<file path="src/rtl/lsu_align_pkg.sv">
package lsu_align_pkg;

   typedef enum logic [2:0] {
      OP_LD_B_S = 3'd0,
      OP_LD_H_S = 3'd1,
      OP_LD_W   = 3'd2,
      OP_LD_B_U = 3'd3,
      OP_LD_H_U = 3'd4,
      OP_ST_B   = 3'd5,
      OP_ST_H   = 3'd6,
      OP_ST_W   = 3'd7
   } lsu_op_e;

   typedef enum logic [1:0] {
      SZ_BYTE = 2'd0,
      SZ_HALF = 2'd1,
      SZ_WORD = 2'd2
   } lsu_size_e;

   function automatic lsu_size_e op_size(lsu_op_e op);
      case (op)
         OP_LD_B_S, OP_LD_B_U, OP_ST_B: op_size = SZ_BYTE;
         OP_LD_H_S, OP_LD_H_U, OP_ST_H: op_size = SZ_HALF;
         default:                       op_size = SZ_WORD;
      endcase
   endfunction

   function automatic logic op_is_store(lsu_op_e op);
      op_is_store = (op == OP_ST_B) || (op == OP_ST_H) || (op == OP_ST_W);
   endfunction

   function automatic logic op_is_unsigned(lsu_op_e op);
      op_is_unsigned = (op == OP_LD_B_U) || (op == OP_LD_H_U);
   endfunction

endpackage

</file>
<file path="src/rtl/lsu_addr_gen.sv">
module lsu_addr_gen
   import lsu_align_pkg::*;
#(
   parameter int ADDR_W = 32,
   parameter int OFF_W  = 16
) (
   input  logic [ADDR_W-1:0] base_i,
   input  logic [OFF_W-1:0]  offset_i,
   input  lsu_size_e         size_i,
   output logic [ADDR_W-1:0] ea_o,
   output logic              misaligned_o
);

   localparam int EXT_W = ADDR_W - OFF_W;

   generate
      if (OFF_W > ADDR_W || OFF_W < 2) begin : g_bad_width
         $error("lsu_addr_gen: OFF_W must lie in [2, ADDR_W]");
      end
   endgenerate

   logic [ADDR_W-1:0] off_sext;

   generate
      if (EXT_W > 0) begin : g_sext
         assign off_sext = {{EXT_W{offset_i[OFF_W-1]}}, offset_i};
      end else begin : g_nosext
         assign off_sext = offset_i;
      end
   endgenerate

   assign ea_o = base_i + off_sext;

   always_comb begin
      case (size_i)
         SZ_HALF: misaligned_o = ea_o[0];
         SZ_WORD: misaligned_o = |ea_o[1:0];
         default: misaligned_o = 1'b0;
      endcase
   end

endmodule

</file>
<file path="src/rtl/lsu_store_steer.sv">
module lsu_store_steer
   import lsu_align_pkg::*;
#(
   parameter int DATA_W = 32
) (
   input  logic              en_i,
   input  lsu_size_e         size_i,
   input  logic [1:0]        lane_i,
   input  logic [DATA_W-1:0] data_i,
   output logic [DATA_W-1:0] wdata_o,
   output logic [DATA_W/8-1:0] be_o
);

   localparam int LANES = DATA_W / 8;

   generate
      if (DATA_W != 32) begin : g_bad_width
         $error("lsu_store_steer: DATA_W must be 32");
      end
   endgenerate

   generate
      for (genvar g = 0; g < LANES; g++) begin : g_lane
         localparam int HALF_IDX = g / 2;
         localparam int IN_HALF  = g % 2;
         always_comb begin
            case (size_i)
               SZ_BYTE: begin
                  wdata_o[8*g +: 8] = data_i[7:0];
                  be_o[g]           = en_i && (lane_i == 2'(g));
               end
               SZ_HALF: begin
                  wdata_o[8*g +: 8] = data_i[8*IN_HALF +: 8];
                  be_o[g]           = en_i && (lane_i[1] == 1'(HALF_IDX));
               end
               default: begin
                  wdata_o[8*g +: 8] = data_i[8*g +: 8];
                  be_o[g]           = en_i;
               end
            endcase
         end
      end
   endgenerate

endmodule

</file>
<file path="src/rtl/lsu_load_extract.sv">
module lsu_load_extract
   import lsu_align_pkg::*;
#(
   parameter int DATA_W = 32
) (
   input  logic              clk_i,
   input  logic              rst_ni,
   input  logic              take_i,
   input  lsu_size_e         size_i,
   input  logic              unsigned_i,
   input  logic [1:0]        lane_i,
   input  logic [DATA_W-1:0] rdata_i,
   output logic              valid_o,
   output logic [DATA_W-1:0] data_o
);

   generate
      if (DATA_W != 32) begin : g_bad_width
         $error("lsu_load_extract: DATA_W must be 32");
      end
   endgenerate

   lsu_size_e  q_size;
   logic       q_uns;
   logic [1:0] q_lane;
   logic [7:0]  sel_byte;
   logic [15:0] sel_half;

   always_ff @(posedge clk_i or negedge rst_ni) begin
      if (!rst_ni) begin
         valid_o <= 1'b0;
         q_size  <= SZ_WORD;
         q_uns   <= 1'b0;
         q_lane  <= 2'd0;
      end else begin
         valid_o <= take_i;
         if (take_i) begin
            q_size <= size_i;
            q_uns  <= unsigned_i;
            q_lane <= lane_i;
         end
      end
   end

   always_comb begin
      case (q_lane)
         2'd0:    sel_byte = rdata_i[7:0];
         2'd1:    sel_byte = rdata_i[15:8];
         2'd2:    sel_byte = rdata_i[23:16];
         default: sel_byte = rdata_i[31:24];
      endcase
      sel_half = q_lane[1] ? rdata_i[31:16] : rdata_i[15:0];
      case (q_size)
         SZ_BYTE: data_o = {{24{sel_byte[7] & ~q_uns}}, sel_byte};
         SZ_HALF: data_o = {{16{sel_half[15] & ~q_uns}}, sel_half};
         default: data_o = rdata_i;
      endcase
   end

   AST_UNS_BYTE_TOP_ZERO: assert property (@(posedge clk_i) disable iff (!rst_ni)
      $past(take_i && unsigned_i && size_i == SZ_BYTE) |-> data_o[31:8] == 24'd0);
   AST_UNS_HALF_TOP_ZERO: assert property (@(posedge clk_i) disable iff (!rst_ni)
      $past(take_i && unsigned_i && size_i == SZ_HALF) |-> data_o[31:16] == 16'd0);

endmodule

</file>
<file path="src/rtl/lsu_align_unit.sv">
module lsu_align_unit
   import lsu_align_pkg::*;
#(
   parameter int ADDR_W = 32,
   parameter int DATA_W = 32,
   parameter int OFF_W  = 16
) (
   input  logic              clk_i,
   input  logic              rst_ni,
   input  logic              req_valid_i,
   input  logic [2:0]        op_i,
   input  logic [ADDR_W-1:0] base_i,
   input  logic [OFF_W-1:0]  offset_i,
   input  logic [DATA_W-1:0] store_data_i,
   output logic [ADDR_W-1:0] mem_addr_o,
   output logic              mem_req_o,
   output logic              mem_we_o,
   output logic [DATA_W/8-1:0] mem_be_o,
   output logic [DATA_W-1:0] mem_wdata_o,
   output logic              addr_err_o,
   input  logic [DATA_W-1:0] mem_rdata_i,
   output logic              load_valid_o,
   output logic [DATA_W-1:0] load_data_o
);

   localparam int LANES = DATA_W / 8;

   generate
      if (LANES != 4) begin : g_bad_lanes
         $error("lsu_align_unit: exactly four byte lanes supported");
      end
   endgenerate

   lsu_op_e   op;
   lsu_size_e size;
   logic      is_store;
   logic      misaligned;
   logic      issue;

   assign op       = lsu_op_e'(op_i);
   assign size     = op_size(op);
   assign is_store = op_is_store(op);

   lsu_addr_gen #(.ADDR_W(ADDR_W), .OFF_W(OFF_W)) addr_i (
      .base_i       (base_i),
      .offset_i     (offset_i),
      .size_i       (size),
      .ea_o         (mem_addr_o),
      .misaligned_o (misaligned)
   );

   assign addr_err_o = req_valid_i && misaligned;
   assign issue      = req_valid_i && !misaligned;
   assign mem_req_o  = issue;
   assign mem_we_o   = issue && is_store;

   lsu_store_steer #(.DATA_W(DATA_W)) steer_i (
      .en_i    (issue),
      .size_i  (size),
      .lane_i  (mem_addr_o[1:0]),
      .data_i  (store_data_i),
      .wdata_o (mem_wdata_o),
      .be_o    (mem_be_o)
   );

   lsu_load_extract #(.DATA_W(DATA_W)) load_i (
      .clk_i      (clk_i),
      .rst_ni     (rst_ni),
      .take_i     (issue && !is_store),
      .size_i     (size),
      .unsigned_i (op_is_unsigned(op)),
      .lane_i     (mem_addr_o[1:0]),
      .rdata_i    (mem_rdata_i),
      .valid_o    (load_valid_o),
      .data_o     (load_data_o)
   );

   AST_ERR_BLOCKS_MEM: assert property (@(posedge clk_i) disable iff (!rst_ni)
      addr_err_o |-> (!mem_req_o && !mem_we_o && mem_be_o == '0));
   AST_ERR_NO_LOAD: assert property (@(posedge clk_i) disable iff (!rst_ni)
      addr_err_o |=> !load_valid_o);
   AST_BE_SHAPE: assert property (@(posedge clk_i) disable iff (!rst_ni)
      mem_req_o |-> ($countones(mem_be_o) == 1 || mem_be_o == 4'b0011 ||
                     mem_be_o == 4'b1100 || mem_be_o == 4'b1111));
   AST_BYTE_ONE_LANE: assert property (@(posedge clk_i) disable iff (!rst_ni)
      (mem_we_o && op == OP_ST_B) |-> $onehot0(mem_be_o) && mem_be_o != '0);
   AST_LOAD_NEXT_CYCLE: assert property (@(posedge clk_i) disable iff (!rst_ni)
      (mem_req_o && !mem_we_o) |=> load_valid_o);
   AST_STORE_NO_LOAD: assert property (@(posedge clk_i) disable iff (!rst_ni)
      (!mem_req_o || mem_we_o) |=> !load_valid_o);

endmodule

</file>
<file path="config.mk">
export PLATFORM = sky130hd
export DESIGN_NAME = lsu_align_unit
export DESIGN_NICKNAME = d
export VERILOG_FILES = /design/src/rtl/lsu_align_pkg.sv /design/src/rtl/lsu_addr_gen.sv /design/src/rtl/lsu_store_steer.sv /design/src/rtl/lsu_load_extract.sv /design/src/rtl/lsu_align_unit.sv
export SDC_FILE = /design/constraint.sdc
export NUM_CORES = 1
export LEC_CHECK = 0
export ABC_AREA = 1
export CORE_MARGIN = 2
export CORE_UTILIZATION = 43
export DETAILED_ROUTE_END_ITERATION = 10
export GPL_TIMING_DRIVEN = 0
export PLACE_DENSITY = 0.89
export SYNTH_ARGS = -nofsm -noshare
export SYNTH_HDL_FRONTEND = slang
export SYNTH_SLANG_ARGS = --single-unit
</file>
<file path="constraint.sdc">
create_clock -name clk_i -period 3.3 [get_ports clk_i]
set_clock_uncertainty 0.05 [all_clocks]
set_input_delay 0.33 -clock clk_i [delete_from_list [all_inputs] [get_ports clk_i]]
set_output_delay 0.33 -clock clk_i [all_outputs]
set_load 0.01 [all_outputs]
</file>
Word-level counts from Yosys, hierarchy flattened
Index checks and enable logic that the tools add are counted.
- $add $sub $neg: 1
- equal/unequal tests: 14
- muxes and demuxes: 12
- bitwise operators: 4
- reductions and logical operators: 24
- operators by type and width (cell ; number):
    case mux 32 bit (2 select lines) ; 1
    adder 32 bit ; 1
    case mux 8 bit (3 select lines) ; 1
    two-way mux 16 bit ; 1
    two-way mux 8 bit ; 2
    case mux 8 bit (2 select lines) ; 1
    == test 3 bit, second input constant ; 4
    logical AND 1 bit ; 10
    case mux 1 bit (2 select lines) ; 5
    == test 2 x 1 -> 1 bit, second input constant ; 4
    == test 2 bit, second input constant ; 4
    logical NOT 2 bit ; 4
    OR reduction 3 bit ; 2
    case mux 2 bit (2 select lines) ; 1
    OR reduction 2 bit ; 2
    == test 3 x 1 -> 1 bit, second input constant ; 1
    == test 3 x 2 -> 1 bit, second input constant ; 1
    logical NOT 3 bit ; 1
    logical OR 1 bit ; 3
    AND 1 bit ; 2
    logical NOT 1 bit ; 2
    inverter 1 bit ; 2
- flip-flop bits (word level): 6
- logic and storage cells: 59

Longest topological paths before layout
Gate-level depths: netlist of the first run.
- word-level depth: 9
- gate-level depth with buffers: 12
- gate-level depth less buffers: 12

Modules after synthesis
Synthesis of the first run repeated with hierarchy kept, for this count alone.
- cell total of the unflattened synthesis: 799
- area, all modules: 4131.5 sq um
- by module, submodules not included (module ; times used ; cells an instance ; area each (sq um) ; seq. area each (sq um)):
    lsu_addr_gen ; 1 ; 501 ; 2431.1 ; 0.0
    lsu_load_extract ; 1 ; 173 ; 1082.3 ; 151.4
    lsu_store_steer ; 1 ; 104 ; 525.5 ; 0.0
    lsu_align_unit ; 1 ; 21 ; 92.6 ; 0.0

Worst setup path before layout of the first run
OpenSTA, ideal clock, no wires.
- path kind: in2out
- start: input base_i[0]
- end: output mem_be_o[1]
- arrival time: 1.768 ns
- path slack: 1.152 ns
- stages: 7
- path buffers: 0
- cells stage by stage: ha_1 fa_1 inv_1 o21ai_4 nand2_4 nand3_1 nand3_1
- cells in the longest elaborated chain, start to end: 7
- elaborated cells between the ends (all ways): 10
- classes of those cells: 1 x add/sub; 1 x eq/ne; 2 x mux; 1 x bitwise; 5 x reduce/logical
- ends and longest elaborated chain (item ; line ; source):
    start: declaration ; lsu_align_unit.sv:12 ; input logic [ADDR_W-1:0] base_i,
    adder 32 bit * ; lsu_addr_gen.sv:32 ; assign ea_o = base_i + off_sext;
    via mem_addr_o[1] ; lsu_align_unit.sv:15 ; output logic [ADDR_W-1:0] mem_addr_o,
    OR reduction 2 bit ; lsu_addr_gen.sv:37 ; SZ_WORD: misaligned_o = |ea_o[1:0];
    case mux 1 bit (2 select lines) ; lsu_addr_gen.sv:35 ; case (size_i)
    logical NOT 1 bit ; lsu_align_unit.sv:53 ; assign issue = req_valid_i && !misaligned;
    logical AND 1 bit ; lsu_align_unit.sv:53 ;
    logical AND 1 bit (on tied branches) ; lsu_store_steer.sv:34, lsu_store_steer.sv:30 ;
    case mux 1 bit (2 select lines) * ; lsu_store_steer.sv:27 ; case (size_i)
    end: declaration ; lsu_align_unit.sv:18 ; output logic [DATA_W/8-1:0] mem_be_o,
Mark *: on every way through the listed nets, which the timed path passes. The rest lies on a longest branch.

Worst setup path after layout of the first run
- start: input base_i[0]
- end: output mem_addr_o[20]
- cells in the longest elaborated chain, start to end: 1
- ends and longest elaborated chain (item ; line):
    adder 32 bit ; lsu_addr_gen.sv:32
    end: declaration ; lsu_align_unit.sv:15
No other way between the ends.

==> results.json, run 1 <==
{
  "placedCellCount": 1096,
  "ctsHoldBuffers": 0,
  "overflow": 0,
  "fmax_mhz": 314,
  "cp-end-kind": "output pin",
  "yosys.area.top_type": "nand2_1",
  "wire_per_inst_um": 13.2,
  "hold_viol": 0,
  "first_global_vias": 5063,
  "syn_inst": 767,
  "synth_top_area_share": 0.331,
  "synthMuxAreaShare": 0,
  "crit_type": "input port to output pin",
  "cts_made_buffers": 3,
  "hpwl_um": 12400,
  "ys_seq_elements": 6,
  "clock-sinks": 6,
  "report.final.slew_viol_count": 0,
  "crit_required_ns": 2.92,
  "areaGrowthSynthToFinish_pct": 62.0,
  "drt_wl_total_um": 14500,
  "final_util": 0.717,
  "relSlewSlack": 0.651,
  "period_needed_ns": 3.19,
  "final_layout_size_suffix_gt1_frac": 0.0504,
  "ant_nets": 0,
  "port-buffer-count": 221,
  "cts_root_buf": "clkbuf_8",
  "final_cell_mix": "nand2_1, clkdlybuf4s50_1, inv_1",
  "nets": 1143,
  "finalSetupViolations": 0,
  "rsz0062_at_grt": "no",
  "vias": 5437,
  "fin_total_pwr_w": 0.00213,
  "worstSkewPairLatency_ns": 0.22,
  "dr.pass1.iters": 8,
  "synth_cell_type_count": 39,
  "synth.net_count": 917,
  "synth-compound-area-share": 0.118,
  "worst_pin_slew_ns": 0.517,
  "die-area_mm2": 0.00974,
  "synth_top_family_by_area": "simple AND/OR/NAND/NOR gates",
  "grt_pass1_wl_um": 24000,
  "startpoint_type": "input port",
  "drv_cap": 0,
  "power.density_mw_per_mm2": 341,
  "dp_worst_setup_slack_ns": -0.180,
  "cts_setup_buffers": 0,
  "insertedDiodeCount": 0,
  "drt_iter0_drc": 280,
  "final_common_cell": "nand2_1",
  "fin_cells": 1100,
  "p_leak_nw": 3.43,
  "antenna_found_initial": 0,
  "num_rows": 34,
  "h-tree-depth": 1,
  "synthSimpleGateAreaFrac": 0.518,
  "core_area_mm2": 0.00872,
  "syn_area_per_cell_um2": 5.03,
  "grt_max_degree": 18,
  "routabilityCongestion": 0.936,
  "synthesis.area_mm2": 0.00386,
  "cts_buffer_depth": 2,
  "drcViolationCount": 0,
  "yosys_warnings": 0,
  "fp.dieW_um": 98.7,
  "critPathArrivalTime_ns": 2.81,
  "initial_core_util": 0.442,
  "synthAdderAreaFrac": 0.106,
  "synth_xor_area_frac": 0.0363,
  "status": "complete, no violations",
  "hp-class": "input port to asynchronous set/reset pin",
  "dieHeight_um": 98.7,
  "grt_usage": 0.296,
  "ios": 222,
  "yosysSeqAreaShare": 0.0392,
  "ys_top_cells_by_area": "nand2_1, inv_1, ha_1, nand3_1, nor2_1",
  "cts_tree": "yes",
  "routed_via_density": 4.94,
  "worst_slack_ns": 0.113,
  "clk_pin_slew_ns": 0.04,
  "worstPathMaxFanout": 4,
  "max-vdd-ir-drop_mv": 0.170,
  "fin_crit_sh": 0.966
}
==> sequential cells by signal (all words and copies together) (netlist names) <==
name,flops
load_i.q_uns,1
load_i.q_size,2
load_i.valid_o,1
load_i.q_lane,2
==> through the flow <==
step,cell area [µm²],hold WS [ns],setup TNS (ns)
2_1_floorplan,3860,-0.0156,0
3_3_place_gp,6200,0.408,-0.703
5_1_grt,6250,0.330,0
6_report,6250,0.294,0
4_1_cts,6250,0.296,0
3_5_place_dp,6200,0.414,-1.36
==> layout make-up <==
| type | count | area, µm² |
|---|---|---|
| plain buffers | 22 | 153 |
| flip-flops and latches | 6 | 151 |
| repair buffers | 221 | 2210 |
| well taps | 108 | 135 |
| multi-input cells | 594 | 3010 |
| fillers | 792 | 2470 |
| clock buffers | 4 | 45.0 |
| inverters | 145 | 552 |
==> final timing paths <==
kind / from / to / slack, ns / depth (start not counted)
setup / recovery: base_i[0] / mem_addr_o[20] / 0.11 / 13
hold / removal: rst_ni / load_i.valid_o / 0.29 / 1
setup reg to reg: load_i.q_size[1] / load_i.q_size[1] / 1.85 / 5
hold reg to reg: load_i.q_uns / load_i.q_uns / 0.44 / 2
max in group asynchronous: rst_ni / load_i.q_size[1] / 2.64 / 1
min in group clk_i: load_i.q_uns / load_i.q_uns / 0.44 / 2
==> kinds of logic (layout without fill, tap and decap cells) <==
group	Yosys count	after routing
simple gates	476	476
xor+xnor	16	16
flops	6	6
buf+inv	167	392
fa+ha+maj	32	32
compound gates	70	70
==> critical path, cell delays in order <==
cell and delay [ns]:
clkdlybuf4s50_1 0.42, ha_2 0.23, fa_2 0.41, nand3_1 0.10
nand3_1 0.11, nand2_1 0.10, nand2_2 0.08, nand2_1 0.07
nand2_1 0.13, nand2_1 0.12, nand3_1 0.08, nand2_1 0.07
clkdlybuf4s50_1 0.54
==> power breakdown <==
group	internal, W	switching (W)
clock	0.0000830	0.0000306
sequential	0.0000919	0.0000107
combinational	0.000957	0.000960
==> per-layer routing <==
metal,vias to the layer above,track usage,part of all wire
li1,2836,-,-
met1,2377,0.382,0.45
met2,206,0.530,0.48
met3,18,0.0291,0.058
met4,0,0.0738,0.018
met5,-,0,0
==> timing repair <==
action,in CTS,in global routing
gates resized for setup,1,4
setup endpoints to repair,16,9
pin swaps,0,1
==> synthesized netlist by cell type <==
| library cell | n |
|---|---|
| nand2_1 | 340 |
| inv_1 | 140 |
| nand3_1 | 55 |
| nor2_1 | 50 |
| ha_1 | 31 |
| a21oi_1 | 20 |
| o21ai_0 | 18 |
| xor2_1 | 15 |
| o211ai_1 | 14 |
| nand4_1 | 12 |
| buf_2 | 8 |
| buf_4 | 8 |
| nor3_1 | 6 |
| a22oi_1 | 5 |
| dfrtp_1 | 5 |
| buf_6 | 4 |
| o311ai_0 | 4 |
| inv_2 | 3 |
| nand2_2 | 3 |
| clkbuf_1 | 2 |
| nand2_4 | 2 |
| nand3_2 | 2 |
| nand3_4 | 2 |
| o211ai_2 | 2 |
| o21bai_1 | 2 |
| a21o_1 | 1 |
| a21oi_2 | 1 |
| clkinv_4 | 1 |
| dfstp_2 | 1 |
| fa_1 | 1 |
| inv_4 | 1 |
| nand4_4 | 1 |
| nor2_2 | 1 |
| nor2_4 | 1 |
| nor2_8 | 1 |
| o21ai_1 | 1 |
| o21ai_2 | 1 |
| o21ai_4 | 1 |
| xnor2_1 | 1 |
Power figures use the tool's default switching activity.
==> run 2, diff against run 1 <==
Settings changed: CELL_PAD_IN_SITES_DETAIL_PLACEMENT set to 0, CELL_PAD_IN_SITES_GLOBAL_PLACEMENT set to 1, CORE_UTILIZATION 43 to 26, PLACE_DENSITY 0.89 to not set, PLACE_DENSITY_LB_ADDON set to 0.1.
==> run 2 against run 1 <==
Against the previous run:
- register-to-register slack barely moved
- setup slack better by 0.048 ns
- sequential share of layout area hardly changed
- non-clock buffer count unchanged
- wire length grew 2.6%
- die area rose by 62%
- highest routed layer unchanged
==> results.json, run 2 (synthesis gave the netlist of run 1 again) <==
{
  "status": "complete, no violations",
  "startpoint_type": "input port",
  "vias": 5192,
  "seqPwrFrac": 0.046,
  "num_rows": 44,
  "initial_core_util": 0.265,
  "hp-class": "input port to asynchronous set/reset pin",
  "ios": 222,
  "cts_tree": "yes",
  "fin_total_pwr_w": 0.00220,
  "relSlewSlack": 0.594,
  "dr.pass1.iters": 4,
  "ctsHoldBuffers": 0,
  "dieHeight_um": 126,
  "hpwl_um": 12800,
  "grt_max_degree": 18,
  "final_layout_size_suffix_gt1_frac": 0.0494,
  "grt_usage": 0.179,
  "die-area_mm2": 0.0158,
  "drv_cap": 0,
  "combPwrFrac": 0.863,
  "drt_wl_total_um": 14900,
  "hold_viol": 0,
  "cts_buffer_depth": 2,
  "routed_via_density": 4.41,
  "switching_share": 0.452,
  "report.final.slew_viol_count": 0,
  "crit_type": "input port to output pin",
  "wire_per_inst_um": 12.6,
  "p_leak_nw": 3.45,
  "rr_endpoint": "load_i.q_size[1]",
  "drt_iter0_drc": 212,
  "setup_tns_ns": 0,
  "insertedDiodeCount": 0,
  "startpoint": "base_i[0]",
  "worstSkewPairLatency_ns": 0.23,
  "first_global_vias": 4723,
  "reg2reg_setup_slack_ns": 1.86,
  "final_cell_mix": "nand2_1, clkdlybuf4s50_1, inv_1",
  "stdcell_area_mm2": 0.00638,
  "routabilityCongestion": 0.806,
  "place_area_mm2": 0.00630,
  "grt_pass1_wl_um": 23700,
  "final_common_cell": "nand2_1",
  "antenna_found_initial": 0,
  "worstPathMaxFanout": 4,
  "worst_pin_slew_ns": 0.604,
  "cts_root_buf": "clkbuf_16",
  "cts_setup_buffers": 0,
  "p_clk_frac": 0.091,
  "period_needed_ns": 3.14,
  "nets": 1143,
  "drcViolationCount": 0,
  "cts_made_buffers": 3,
  "max-vdd-ir-drop_mv": 0.163,
  "ant_nets": 0,
  "areaGrowthSynthToFinish_pct": 65.3,
  "cp-end-kind": "output pin",
  "fp.dieW_um": 126,
  "p_int_w": 0.00121,
  "clock-sinks": 6,
  "fmax_mhz": 319,
  "rr_worst_depth": 5,
  "finalSetupViolations": 0,
  "crit_required_ns": 2.92,
  "r2r_start": "load_i.q_size[1]",
  "clk_pin_slew_ns": 0.03,
  "fin_crit_sh": 0.951,
  "critPathArrivalTime_ns": 2.76,
  "core_area_mm2": 0.0145,
  "overflow": 0,
  "port-buffer-count": 221,
  "p_switching_w": 0.000996,
  "reg_top3": "load_i.q_lane (2), load_i.q_size (2)",
  "fill_cells": 1646,
  "rsz0062_at_grt": "no",
  "h-tree-depth": 1,
  "power.density_mw_per_mm2": 346
}
==> run 2: how the worst max path moves through the flow <==
stage / cells past startpoint / to / slack (ns)
after floorplan: 7 / mem_be_o[1] / 1.15
after global placement: 10 / mem_addr_o[16] / -0.21
after detailed placement: 11 / mem_addr_o[25] / -0.20
after CTS: 13 / mem_addr_o[20] / 0.06
after global routing: 13 / mem_addr_o[28] / 0.03
final: 13 / mem_addr_o[20] / 0.16
==> run 2: power by group through the flow <==
stage               clock network (W)  registers [W]  logic, W
finish                       0.000200       0.000102   0.00190
detailed placement                  0       0.000103   0.00192
global placement                    0       0.000103   0.00193
floorplan                           0       0.000101  0.000954
CTS                          0.000204       0.000102   0.00193
global route                 0.000211       0.000104   0.00208
==> run 2: worst max-delay path, cell delays in order <==
cell,delay (ns)
clkdlybuf4s50_1,0.40
ha_1,0.25
fa_2,0.41
nand3_1,0.11
nand3_1,0.11
nand2_1,0.10
nand2_2,0.09
nand2_1,0.07
nand2_1,0.11
nand2_1,0.11
nand3_1,0.07
nand2_1,0.07
clkdlybuf4s50_1,0.52
==> run 2: final cells by class <==
class / instances / area, µm² / area share
multi-input cells: 594 / 3000 / 0.471
repair buffers: 221 / 2210 / 0.346
inverters: 145 / 552 / 0.0865
well taps: 184 / 230 / 0.0361
plain buffers: 22 / 153 / 0.0239
flip-flops and latches: 6 / 151 / 0.0237
clock buffers: 4 / 78.8 / 0.0124
==> run 2: per-stage QoR <==
stage | utilization | worst slack (ns) | hold WS (ns) | instances
CTS | 0.439 | 0.0575 | 0.300 | 1176
detailed placement | 0.433 | -0.202 | 0.410 | 1172
global placement | 0.433 | -0.209 | 0.410 | 1172
floorplan | - | 1.15 | -0.0156 | 767
finish | 0.439 | 0.161 | 0.296 | 1176
global route | 0.439 | 0.0285 | 0.322 | 1176
==> run 2: layer usage <==
layer	GRT usage	routed length (µm)	up-vias
li1	-	-	2827
met3	0.0204	819	8
met1	0.236	6920	2210
met4	0.0149	89	0
met5	0	0	-
met2	0.327	7040	147
==> run 2: timing repair <==
action | in CTS | in global routing
pin swaps | 0 | 0
setup endpoints to repair | 16 | 11
gates resized for setup | 1 | 3
